[config.mk]
export PLATFORM = sky130hd
export DESIGN_NAME = rww_read_ctrl
export DESIGN_NICKNAME = d
export VERILOG_FILES = /design/src/rtl/rww_pkg.sv /design/src/rtl/rww_bank_sel.sv /design/src/rtl/rww_hold.sv /design/src/rtl/rww_fsm.sv /design/src/rtl/rww_read_ctrl.sv
export SDC_FILE = /design/constraint.sdc
export NUM_CORES = 1
export LEC_CHECK = 0
export ABC_AREA = 1
export BUFFER_PORTS_ARGS = -buffer_cell sky130_fd_sc_hd__buf_2
export CORE_MARGIN = 4
export CORE_UTILIZATION = 48
export DETAILED_ROUTE_END_ITERATION = 8
export GPL_TIMING_DRIVEN = 0
export HOLD_SLACK_MARGIN = 0.05
export PLACE_DENSITY = 0.9
export SLEW_MARGIN = 20
export SYNTH_ARGS = -nofsm -noshare
export SYNTH_HDL_FRONTEND = slang
export SYNTH_SLANG_ARGS = --single-unit
[constraint.sdc]
create_clock -name clk -period 1.8 [get_ports clk]
set_input_delay 0.36 -clock clk [delete_from_list [all_inputs] [get_ports clk]]
set_output_delay 0.36 -clock clk [all_outputs]
set_load 0.05 [all_outputs]
[src/rtl/rww_pkg.sv]
package rww_pkg;

  typedef enum logic [2:0] {
    ST_IDLE,
    ST_READ,
    ST_WAIT,
    ST_RESP,
    ST_ERR1,
    ST_ERR2
  } rww_state_e;

  typedef enum logic [1:0] {
    RESP_ERROR,
    RESP_STALL,
    RESP_STALL_ALT
  } rww_resp_e;

  function automatic rww_resp_e decode_mode(input logic [2:0] code);
    if (!code[2])            return RESP_ERROR;
    else if (code[1:0] == 2'b11) return RESP_STALL;
    else                     return RESP_STALL_ALT;
  endfunction

endpackage

[src/rtl/rww_bank_sel.sv]
module rww_bank_sel
  import rww_pkg::*;
#(
  parameter int NBANK  = 2,
  parameter int BANK_W = 1
) (
  input  logic [BANK_W-1:0]  bank,
  input  logic [NBANK*3-1:0] mode_vec,
  input  logic [NBANK-1:0]   done_vec,
  output rww_resp_e          resp,
  output logic               busy
);
  logic [2:0] code;

  always_comb begin
    code = mode_vec[bank*3 +: 3];
    resp = decode_mode(code);
    busy = !done_vec[bank];
  end
endmodule

[src/rtl/rww_hold.sv]
module rww_hold #(
  parameter int ADDR_W = 16,
  parameter int ATTR_W = 4,
  parameter int DATA_W = 32
) (
  input  logic              clk,
  input  logic              rst_n,
  input  logic              cap_req,
  input  logic [ADDR_W-1:0] in_addr,
  input  logic [ATTR_W-1:0] in_attr,
  input  logic              cap_data,
  input  logic [DATA_W-1:0] in_data,
  output logic [ADDR_W-1:0] held_addr,
  output logic [ATTR_W-1:0] held_attr,
  output logic [DATA_W-1:0] data_q
);
  always_ff @(posedge clk or negedge rst_n) begin
    if (!rst_n) begin
      held_addr <= '0;
      held_attr <= '0;
    end else if (cap_req) begin
      held_addr <= in_addr;
      held_attr <= in_attr;
    end
  end

  always_ff @(posedge clk or negedge rst_n) begin
    if (!rst_n)        data_q <= '0;
    else if (cap_data) data_q <= in_data;
  end
endmodule

[src/rtl/rww_fsm.sv]
module rww_fsm
  import rww_pkg::*;
(
  input  logic       clk,
  input  logic       rst_n,
  input  logic       bus_valid,
  input  logic       live_busy,
  input  rww_resp_e  live_resp,
  input  logic       held_busy,
  input  rww_resp_e  held_resp,
  input  logic       arr_rvalid,
  output rww_state_e state,
  output logic       bus_ready,
  output logic       bus_err,
  output logic       accept,
  output logic       fwd_live,
  output logic       replay,
  output logic       cap_data
);
  rww_state_e nxt;

  always_comb begin
    bus_ready = (state == ST_IDLE) || (state == ST_RESP) || (state == ST_ERR2);
    bus_err   = (state == ST_ERR1) || (state == ST_ERR2);
    accept    = bus_valid && bus_ready;
    fwd_live  = accept && !live_busy;
    replay    = (state == ST_WAIT) && !held_busy;
    cap_data  = (state == ST_READ) && !held_busy && arr_rvalid;
  end

  always_comb begin
    nxt = state;
    if (accept) begin
      if (!live_busy)                   nxt = ST_READ;
      else if (live_resp == RESP_ERROR) nxt = ST_ERR1;
      else                              nxt = ST_WAIT;
    end else begin
      unique case (state)
        ST_READ: begin
          if (held_busy)       nxt = (held_resp == RESP_ERROR) ? ST_ERR1 : ST_WAIT;
          else if (arr_rvalid) nxt = ST_RESP;
        end
        ST_WAIT: if (!held_busy) nxt = ST_READ;
        ST_ERR1: nxt = ST_ERR2;
        ST_RESP, ST_ERR2: nxt = ST_IDLE;
        default: nxt = ST_IDLE;
      endcase
    end
  end

  always_ff @(posedge clk or negedge rst_n) begin
    if (!rst_n) state <= ST_IDLE;
    else        state <= nxt;
  end

  // error response is a low-ready cycle followed by a high-ready cycle
  a_r4_err_two_cycle: assert property (@(posedge clk) disable iff (!rst_n)
    (bus_err && !bus_ready) |=> (bus_err && bus_ready));

  // a busy read in error mode goes straight to the error sequence
  a_r4_err_on_busy: assert property (@(posedge clk) disable iff (!rst_n)
    (accept && live_busy && live_resp == RESP_ERROR) |=> (state == ST_ERR1));

  // a replay moves the saved read into the array read phase
  a_r6_replay_reads: assert property (@(posedge clk) disable iff (!rst_n)
    replay |=> (state == ST_READ));

  // an in-flight read hit by busy never produces a data response
  a_r7_abort_no_resp: assert property (@(posedge clk) disable iff (!rst_n)
    (state == ST_READ && held_busy) |=> (state != ST_RESP));

  // a data response always follows captured array data
  a_r3_resp_after_data: assert property (@(posedge clk) disable iff (!rst_n)
    (state == ST_RESP) |-> $past(cap_data));
endmodule

[src/rtl/rww_read_ctrl.sv]
module rww_read_ctrl
  import rww_pkg::*;
#(
  parameter int ADDR_W   = 16,
  parameter int ATTR_W   = 4,
  parameter int DATA_W   = 32,
  parameter int NBANK    = 2,
  parameter int BANK_LSB = 12
) (
  input  logic               clk,
  input  logic               rst_n,
  input  logic               bus_valid,
  input  logic [ADDR_W-1:0]  bus_addr,
  input  logic [ATTR_W-1:0]  bus_attr,
  output logic               bus_ready,
  output logic               bus_err,
  output logic [DATA_W-1:0]  bus_rdata,
  input  logic [NBANK*3-1:0] bank_mode,
  input  logic [NBANK-1:0]   arr_done,
  output logic               arr_req,
  output logic [ADDR_W-1:0]  arr_addr,
  output logic [ATTR_W-1:0]  arr_attr,
  input  logic               arr_rvalid,
  input  logic [DATA_W-1:0]  arr_rdata
);
  localparam int BANK_W = (NBANK > 1) ? $clog2(NBANK) : 1;

  logic [ADDR_W-1:0] held_addr;
  logic [ATTR_W-1:0] held_attr;
  logic [BANK_W-1:0] live_bank, held_bank;
  rww_resp_e         live_resp, held_resp;
  logic              live_busy, held_busy;
  rww_state_e        state;
  logic              accept, fwd_live, replay, cap_data;

  generate
    if (NBANK > 1) begin : g_banked
      assign live_bank = bus_addr[BANK_LSB +: BANK_W];
      assign held_bank = held_addr[BANK_LSB +: BANK_W];
    end else begin : g_single
      assign live_bank = '0;
      assign held_bank = '0;
    end
  endgenerate

  rww_bank_sel #(.NBANK(NBANK), .BANK_W(BANK_W)) u_sel_live (
    .bank(live_bank), .mode_vec(bank_mode), .done_vec(arr_done),
    .resp(live_resp), .busy(live_busy)
  );

  rww_bank_sel #(.NBANK(NBANK), .BANK_W(BANK_W)) u_sel_held (
    .bank(held_bank), .mode_vec(bank_mode), .done_vec(arr_done),
    .resp(held_resp), .busy(held_busy)
  );

  rww_fsm u_fsm (
    .clk(clk), .rst_n(rst_n), .bus_valid(bus_valid),
    .live_busy(live_busy), .live_resp(live_resp),
    .held_busy(held_busy), .held_resp(held_resp),
    .arr_rvalid(arr_rvalid), .state(state),
    .bus_ready(bus_ready), .bus_err(bus_err), .accept(accept),
    .fwd_live(fwd_live), .replay(replay), .cap_data(cap_data)
  );

  rww_hold #(.ADDR_W(ADDR_W), .ATTR_W(ATTR_W), .DATA_W(DATA_W)) u_hold (
    .clk(clk), .rst_n(rst_n), .cap_req(accept),
    .in_addr(bus_addr), .in_attr(bus_attr),
    .cap_data(cap_data), .in_data(arr_rdata),
    .held_addr(held_addr), .held_attr(held_attr), .data_q(bus_rdata)
  );

  always_comb begin
    arr_req  = fwd_live || replay;
    arr_addr = fwd_live ? bus_addr : held_addr;
    arr_attr = fwd_live ? bus_attr : held_attr;
  end

  // one outstanding read, so array requests never come back to back
  a_r9_single_req: assert property (@(posedge clk) disable iff (!rst_n)
    arr_req |=> !arr_req);

  // a stalled read keeps the bus held and the array untouched while busy
  a_r5_hold_while_busy: assert property (@(posedge clk) disable iff (!rst_n)
    (state == ST_WAIT && held_busy) |-> (!arr_req && !bus_ready));

  // replayed request carries the saved address
  a_r6_replay_addr: assert property (@(posedge clk) disable iff (!rst_n)
    (state == ST_WAIT && !held_busy) |-> (arr_req && arr_addr == held_addr));
endmodule

==> results.md, run 1 <==
* 1st-iter DRT viols at 132
* Avg Cell Area, Syn at ~9 sq um
* Worst-skew pair later-pin latency at roughly 0.30 ns
* GRT Total Usage at 0.195
* Placement Setup Slack at -0.191 ns
* PD cells at roughly 2100 nW/um^2
* Max Buffers Root-to-Sink at 2
* Min-Delay Path Class: input pin to asynchronous set/reset pin
* Final HPWL DP at between 5000 and 6000 um
* ANT cells at 0
* Yosys top cell by area: dfrtp_1
* Die height at approximately 85 um
* Startpoint types: flop
* Grt total ovfl at 0
* Initial Util at 0.506
* # rows at 27
* Final #Nets at 513
* Final std cells w/o fill at between 500 and 600
* Clock transition at path regs at 0.10 ns
* Buffers on Ports at about 110
* Cell variety after synth at 15
* Fin. Hold Viols at 0
* Yosys top cell area share at 0.482
* Routed Wire Length at 7210 um
* Area growth syn-to-layout at 44.4%
* FF-to-FF setup slack at roughly 0.22 ns
* Placed cells at between 500 and 600
* Max-Cap Viols at 0
* Sequential share of the synthesized area at 0.482
* Area contributors post-synth: dfrtp_1, o21ai_2, nand2_1
* Die W at 85.1 um
* Final core utilization at 0.730
* Placed inst area at approximately 3700 sq um
* Critical path type: flop to primary output
* Warnings from Yosys at 0
* Total chip power at slightly below 9 mW
* Post-synth design cell area at ~2900 sq um
* CP arrival at ~1.8 ns
* Largest net degree at the start of global routing at 56
* IO Count at ~120
* Via/cell ratio at 4.89
* Post-Syn Instances at approximately 320
* Clk_skew at 0.00863 ns
* Final setup violation count at 21
* Status: finished with violations
* Slew Viols, Final at 0
* Final Critical Period at roughly 2.1 ns
* Most frequent cells in the layout: buf_2, nand2_1, inv_1
* #FFs+latches synth at 55
* Critical-path maximum fanout at 10
* Drt wl/cell at between 10 and 15 um
* Least-Margin Pin Slew at 0.676 ns
* VDD IR max at 0.00119 V
* Worst Path Required at roughly 1.4 ns
* Fmax at around 0.47 GHz
* # H-tree levels at 2
* Commonest non-fill, non-tap cell in the layout: buf_2
* Tcrit/Tclk final at 1.17
* Total CTS buffers at 5
* Leakage Power at approximately 2.3 nW
* Antenna violations before repair at 0
* Root buf cell: clkbuf_8
* Failing checks: setup timing
* CTS tree: built
* RSZ-0062 raised after global routing: yes
* First-pass GRT wire length at between 10000 and 15000 um
* Sum of negative setup slack at -5.95 ns
* Syn Nets at between 300 and 400
* Core area at between 5000 and 6000 sq um
* Slack of the critical path at -0.309 ns
* Total die area at between 7000 and 8000 sq um
* Relative slew slack at 0.549
* Worst hold slack at about 0.092 ns
* Total number of vias at roughly 2.6k
* DRC at 0
* CTS Hold Bufs at 0
* Layout cells sized above 1 at 0.493
* Drt pass-1 iters at 5
* Vias in the first global route at 2559
* Fin area at 4120 sq um
* Post-route ant nets at 0
* Clk sinks at 55
* Setup crit end kind: primary output
* RePlAce Congestion at approximately 0.79
-- synth_stat cells --
cell	count
dfrtp_1	55
o21ai_0	21
nand2_1	93
buf_6	14
nand2_4	1
nor2_1	4
inv_1	63
nor3_4	1
nand3_4	3
o21ai_2	55
a21boi_0	1
a21oi_1	1
inv_2	1
nand3_2	1
nand3_1	5
-- state kept, by name, summed over array words and instances (netlist names) --
| name | cells |
|---|---|
| u_hold.held_addr | 16 |
| u_fsm.state | 3 |
| u_hold.data_q | 32 |
| u_hold.held_attr | 4 |
-- per-layer routing --
layer | track usage | share of wire | routed length [um] | vias up
met4 | 0.0475 | 0.0071 | 51 | 0
met3 | 0.0670 | 0.085 | 610 | 6
met2 | 0.339 | 0.50 | 3620 | 103
li1 | - | - | - | 1244
met5 | 0 | 0 | 0 | -
met1 | 0.232 | 0.41 | 2930 | 1200
-- logic make-up (layout without fill, tap and decap cells) --
family / after synthesis / after routing / synth area share
DFF: 55 / 55 / 0.482
buffers and inverters: 78 / 208 / 0.139
AOI/OAI and AO/OA: 78 / 78 / 0.210
and+or+nand+nor: 108 / 109 / 0.168
-- path summary, 6_finish.rpt --
check                                  start                   to  cells past startpoint
max in group asynchronous              rst_n       u_fsm.state[1]                      1
min                                    rst_n  u_hold.held_attr[0]                      1
max reg2reg                   u_fsm.state[1]    u_hold.data_q[12]                      6
min in group clk               arr_rdata[22]    u_hold.data_q[22]                      3
max                           u_fsm.state[2]         arr_addr[11]                      7
min reg2reg                u_hold.data_q[23]    u_hold.data_q[23]                      2
-- worst max-delay path, stage by stage, from the launching register on --
cell and delay (ns):
dfrtp_2 0.45, inv_2 0.10, nand3_2 0.09, nand3_4 0.12, nand3_4 0.16, buf_12 0.21
o21ai_4 0.14, buf_6 0.18
-- where the power goes --
part           switching, mW  internal (mW)
sequential             0.361           1.81
combinational           3.75           1.83
clock                  0.385          0.556
total                   4.49           4.20
-- timing repair --
action | CTS | global route
endpoints found under the setup margin | 21 | 22
pin swaps | 1 | 1
gates resized for setup | 46 | 20
gates cloned | 1 | 3
setup buffers | 3 | 2
-- area by class of cell --
type / instances / area, sq um
buffer: 14 / 179
clock buffer: 6 / 72.6
clock inverter: 2 / 60.1
fill: 417 / 1520
inverter: 64 / 240
multi-input combinational: 187 / 1280
sequential: 55 / 1380
tap: 72 / 90.1
timing repair buffer: 122 / 817
No activity file was read; power rests on OpenSTA's default activity.
==> run 2: changes to the inputs <==
--- a/config.mk
+++ b/config.mk
@@ -8,12 +8,13 @@
 export ABC_AREA = 1
 export BUFFER_PORTS_ARGS = -buffer_cell sky130_fd_sc_hd__buf_2
 export CORE_MARGIN = 4
-export CORE_UTILIZATION = 48
+export CORE_UTILIZATION = 47
 export DETAILED_ROUTE_END_ITERATION = 8
 export GPL_TIMING_DRIVEN = 0
 export HOLD_SLACK_MARGIN = 0.05
-export PLACE_DENSITY = 0.9
+export PLACE_DENSITY = 0.89
 export SLEW_MARGIN = 20
 export SYNTH_ARGS = -nofsm -noshare
 export SYNTH_HDL_FRONTEND = slang
+export SYNTH_HIERARCHICAL = 1
 export SYNTH_SLANG_ARGS = --single-unit
==> results.md, run 2 <==
* Buffers on Ports at roughly 120
* Placement Setup Slack at -0.323 ns
* Core area at about 5600 sq um
* Placed inst area at roughly 3600 sq um
* Clock transition at path regs at around 0.090 ns
* DRC at 0
* Min-Delay Path Class: input pin to asynchronous set/reset pin
* CTS tree: built
* RSZ-0062 raised after global routing: yes
* Yosys top cell area share at 0.503
* Largest family of logic cells by synthesized area: simple AND/OR/NAND/NOR gates
* Ys flop type: dfrtp_1
* Routed Wire Length at approximately 7600 um
* RePlAce Congestion at about 0.83
* Die height at 84.3 um
* Critical-path maximum fanout at 5
* #FFs+latches synth at 55
* Slack of the critical path at -0.252 ns
* Worst Path Required at 1.44 ns
* Biggest regs: u_hold/data_q x32, u_hold/held_addr x16, u_hold/held_attr x4
* First-pass GRT wire length at 12000 um
* Placed cells at about 560
* Failing checks: setup timing
* Worst hold slack at ~0.10 ns
* Multiplexer share of the synthesized area at 0
* Worst-skew pair later-pin latency at 0.30 ns
* Synth Area in Compound Gates at 0.00777
* # H-tree levels at 2
* Final HPWL DP at a little over 5000 um
* Clk sinks at 55
* GRT Total Usage at 0.202
* Final #Nets at around 570
* Fin. Hold Viols at 0
* Layout cells sized above 1 at 0.445
* Clk_skew at approximately 0.014 ns
* Final setup violation count at 21
* Via/cell ratio at between 4 and 5
* Post-route ant nets at 0
* Fmax at between 0.4 and 0.5 GHz
* Setup crit end kind: primary output
* Avg Cell Area, Syn at roughly 7.5 sq um
* Post-Synth Adder-Cell Area at 0
* Critical path type: flop to primary output
* Syn Nets at approximately 430
* Max-Cap Viols at 0
* EDFF count, synth at 0
* Sequential share of the synthesized area at 0.503
* Grt total ovfl at 0
* Total CTS buffers at 5
* Synth cell count leaders: nand2_1, dfrtp_1, inv_1, nor2_1, nand2_2
* Tcrit/Tclk final at 1.14
* Relative slew slack at 0.553
* Post-synth design cell area at approximately 2700 sq um
* Initial Util at 0.491
* ANT cells at 0
* Max Buffers Root-to-Sink at 2
* Antenna violations before repair at 0
* Simple-Gate Fraction of Synth Area at 0.408
* Drt wl/cell at 13.2 um
* Commonest non-fill, non-tap cell in the layout: nand2_1
* Warnings from Yosys at 6
* Slew Viols, Final at 0
* Least-Margin Pin Slew at around 0.67 ns
* CP arrival at roughly 1.7 ns
* Area contributors post-synth: dfrtp_1, nand2_1, nand2_2
* Area growth syn-to-layout at 52.2%
* Number of flip-flops in the largest register at 32
* Leakage Power at around 2.4 nW
* 1st-iter DRT viols at about 120
* # rows at 27
* Final std cells w/o fill at ~580
* Final core utilization at 0.747
* Status: finished with violations
* VDD IR max at between 0.0015 and 0.002 V
* Count leader, synth: nand2_1
* IO Count at roughly 120
* Fin area at approximately 4200 sq um
* Sum of negative setup slack at -4.82 ns
* Most frequent cells in the layout: nand2_1, buf_2, dfrtp_1
* Root buf cell: clkbuf_8
* Final Critical Period at roughly 2.1 ns
* Total die area at about 7100 sq um
* Startpoint types: flop
* Xor/xnor share of the synthesized area at 0
* Reg with most FFs: u_hold/data_q
* Cell variety after synth at 21
* PD cells at between 2000 and 2500 nW/um^2
* Asr flop ratio synth at 1.00
* # fillers at 396
* Total number of vias at approximately 2.8k
* Post-Syn Instances at between 300 and 400
* Vias in the first global route at about 2.7k
* Drt pass-1 iters at 4
* Largest net degree at the start of global routing at 56
* Total chip power at a little over 9 mW
* Yosys top cell by area: dfrtp_1
* Die W at between 80 and 90 um
## run 2: cell types whose count changed in the layout (fill, tap and decap cells not counted), sizes merged
cell | before | now
nand2 | 94 | 246
clkbuf | 8 | 10
nor4 | 0 | 1
o21ai | 76 | 2
a21oi | 1 | 0
nand4 | 0 | 2
buf | 134 | 140
bufinv | 2 | 1
nand3 | 10 | 12
or2 | 0 | 3
inv | 64 | 17
nor2 | 4 | 12
## run 2: per-layer routing
metal,vias to the layer above,track usage,part of all wire
li1,1374,-,-
met1,1256,0.253,0.39
met2,112,0.355,0.52
met3,14,0.0451,0.073
met4,0,0.0468,0.019
met5,-,0,0
## run 2: area by class of cell
cell class,instances,area (sq um),share of cell area
buffer,15,181,0.0435
inverter,17,83.8,0.0201
clock buffer,6,72.6,0.0174
clock inverter,1,30.0,0.00721
tap,72,90.1,0.0216
sequential,55,1380,0.332
timing repair buffer,129,891,0.214
multi-input combinational,280,1440,0.345
## run 2: critical path, stage by stage, from the launching register on
cell and delay, ns:
dfrtp_2 0.47, nor2_4 0.13, nand2_2 0.07, nand3_4 0.07
nand3_4 0.09, inv_6 0.10, inv_6 0.05, clkbuf_16 0.16
nand2_4 0.06, nand2_4 0.05, buf_8 0.15
## run 2: logic make-up after synthesis
family / after synthesis
flip-flops: 55
AO/OA/AOI/OAI: 3
buffers and inverters: 32
AND/OR/NAND/NOR: 277
## run 2: what timing repair did
item | in CTS | in global routing
setup buffers | 2 | 7
resized for setup | 77 | 42
hold buffers | 0 | 0
setup endpoints to repair | 52 | 28
cloned | 1 | 1
pin swaps | 2 | 4
## run 2: final timing paths
kind	slack (ns)	start	cells after the start	to
min reg2reg	0.47	u_hold/data_q[24]	2	u_hold/data_q[24]
min in group clk	0.27	arr_rdata[4]	3	u_hold/data_q[4]
max	-0.25	u_fsm/state[0]	10	arr_attr[2]
max in group asynchronous	1.22	rst_n	1	u_fsm/state[0]
min	0.10	rst_n	1	u_hold/data_q[12]
max reg2reg	0.01	u_hold/held_addr[12]	9	u_hold/data_q[22]
## run 2: report_power, final
part	internal [mW]	leakage (nW)	switching (mW)
clock network	0.409	0.0513	0.373
logic	2.12	1.62	4.08
registers	1.82	0.684	0.437
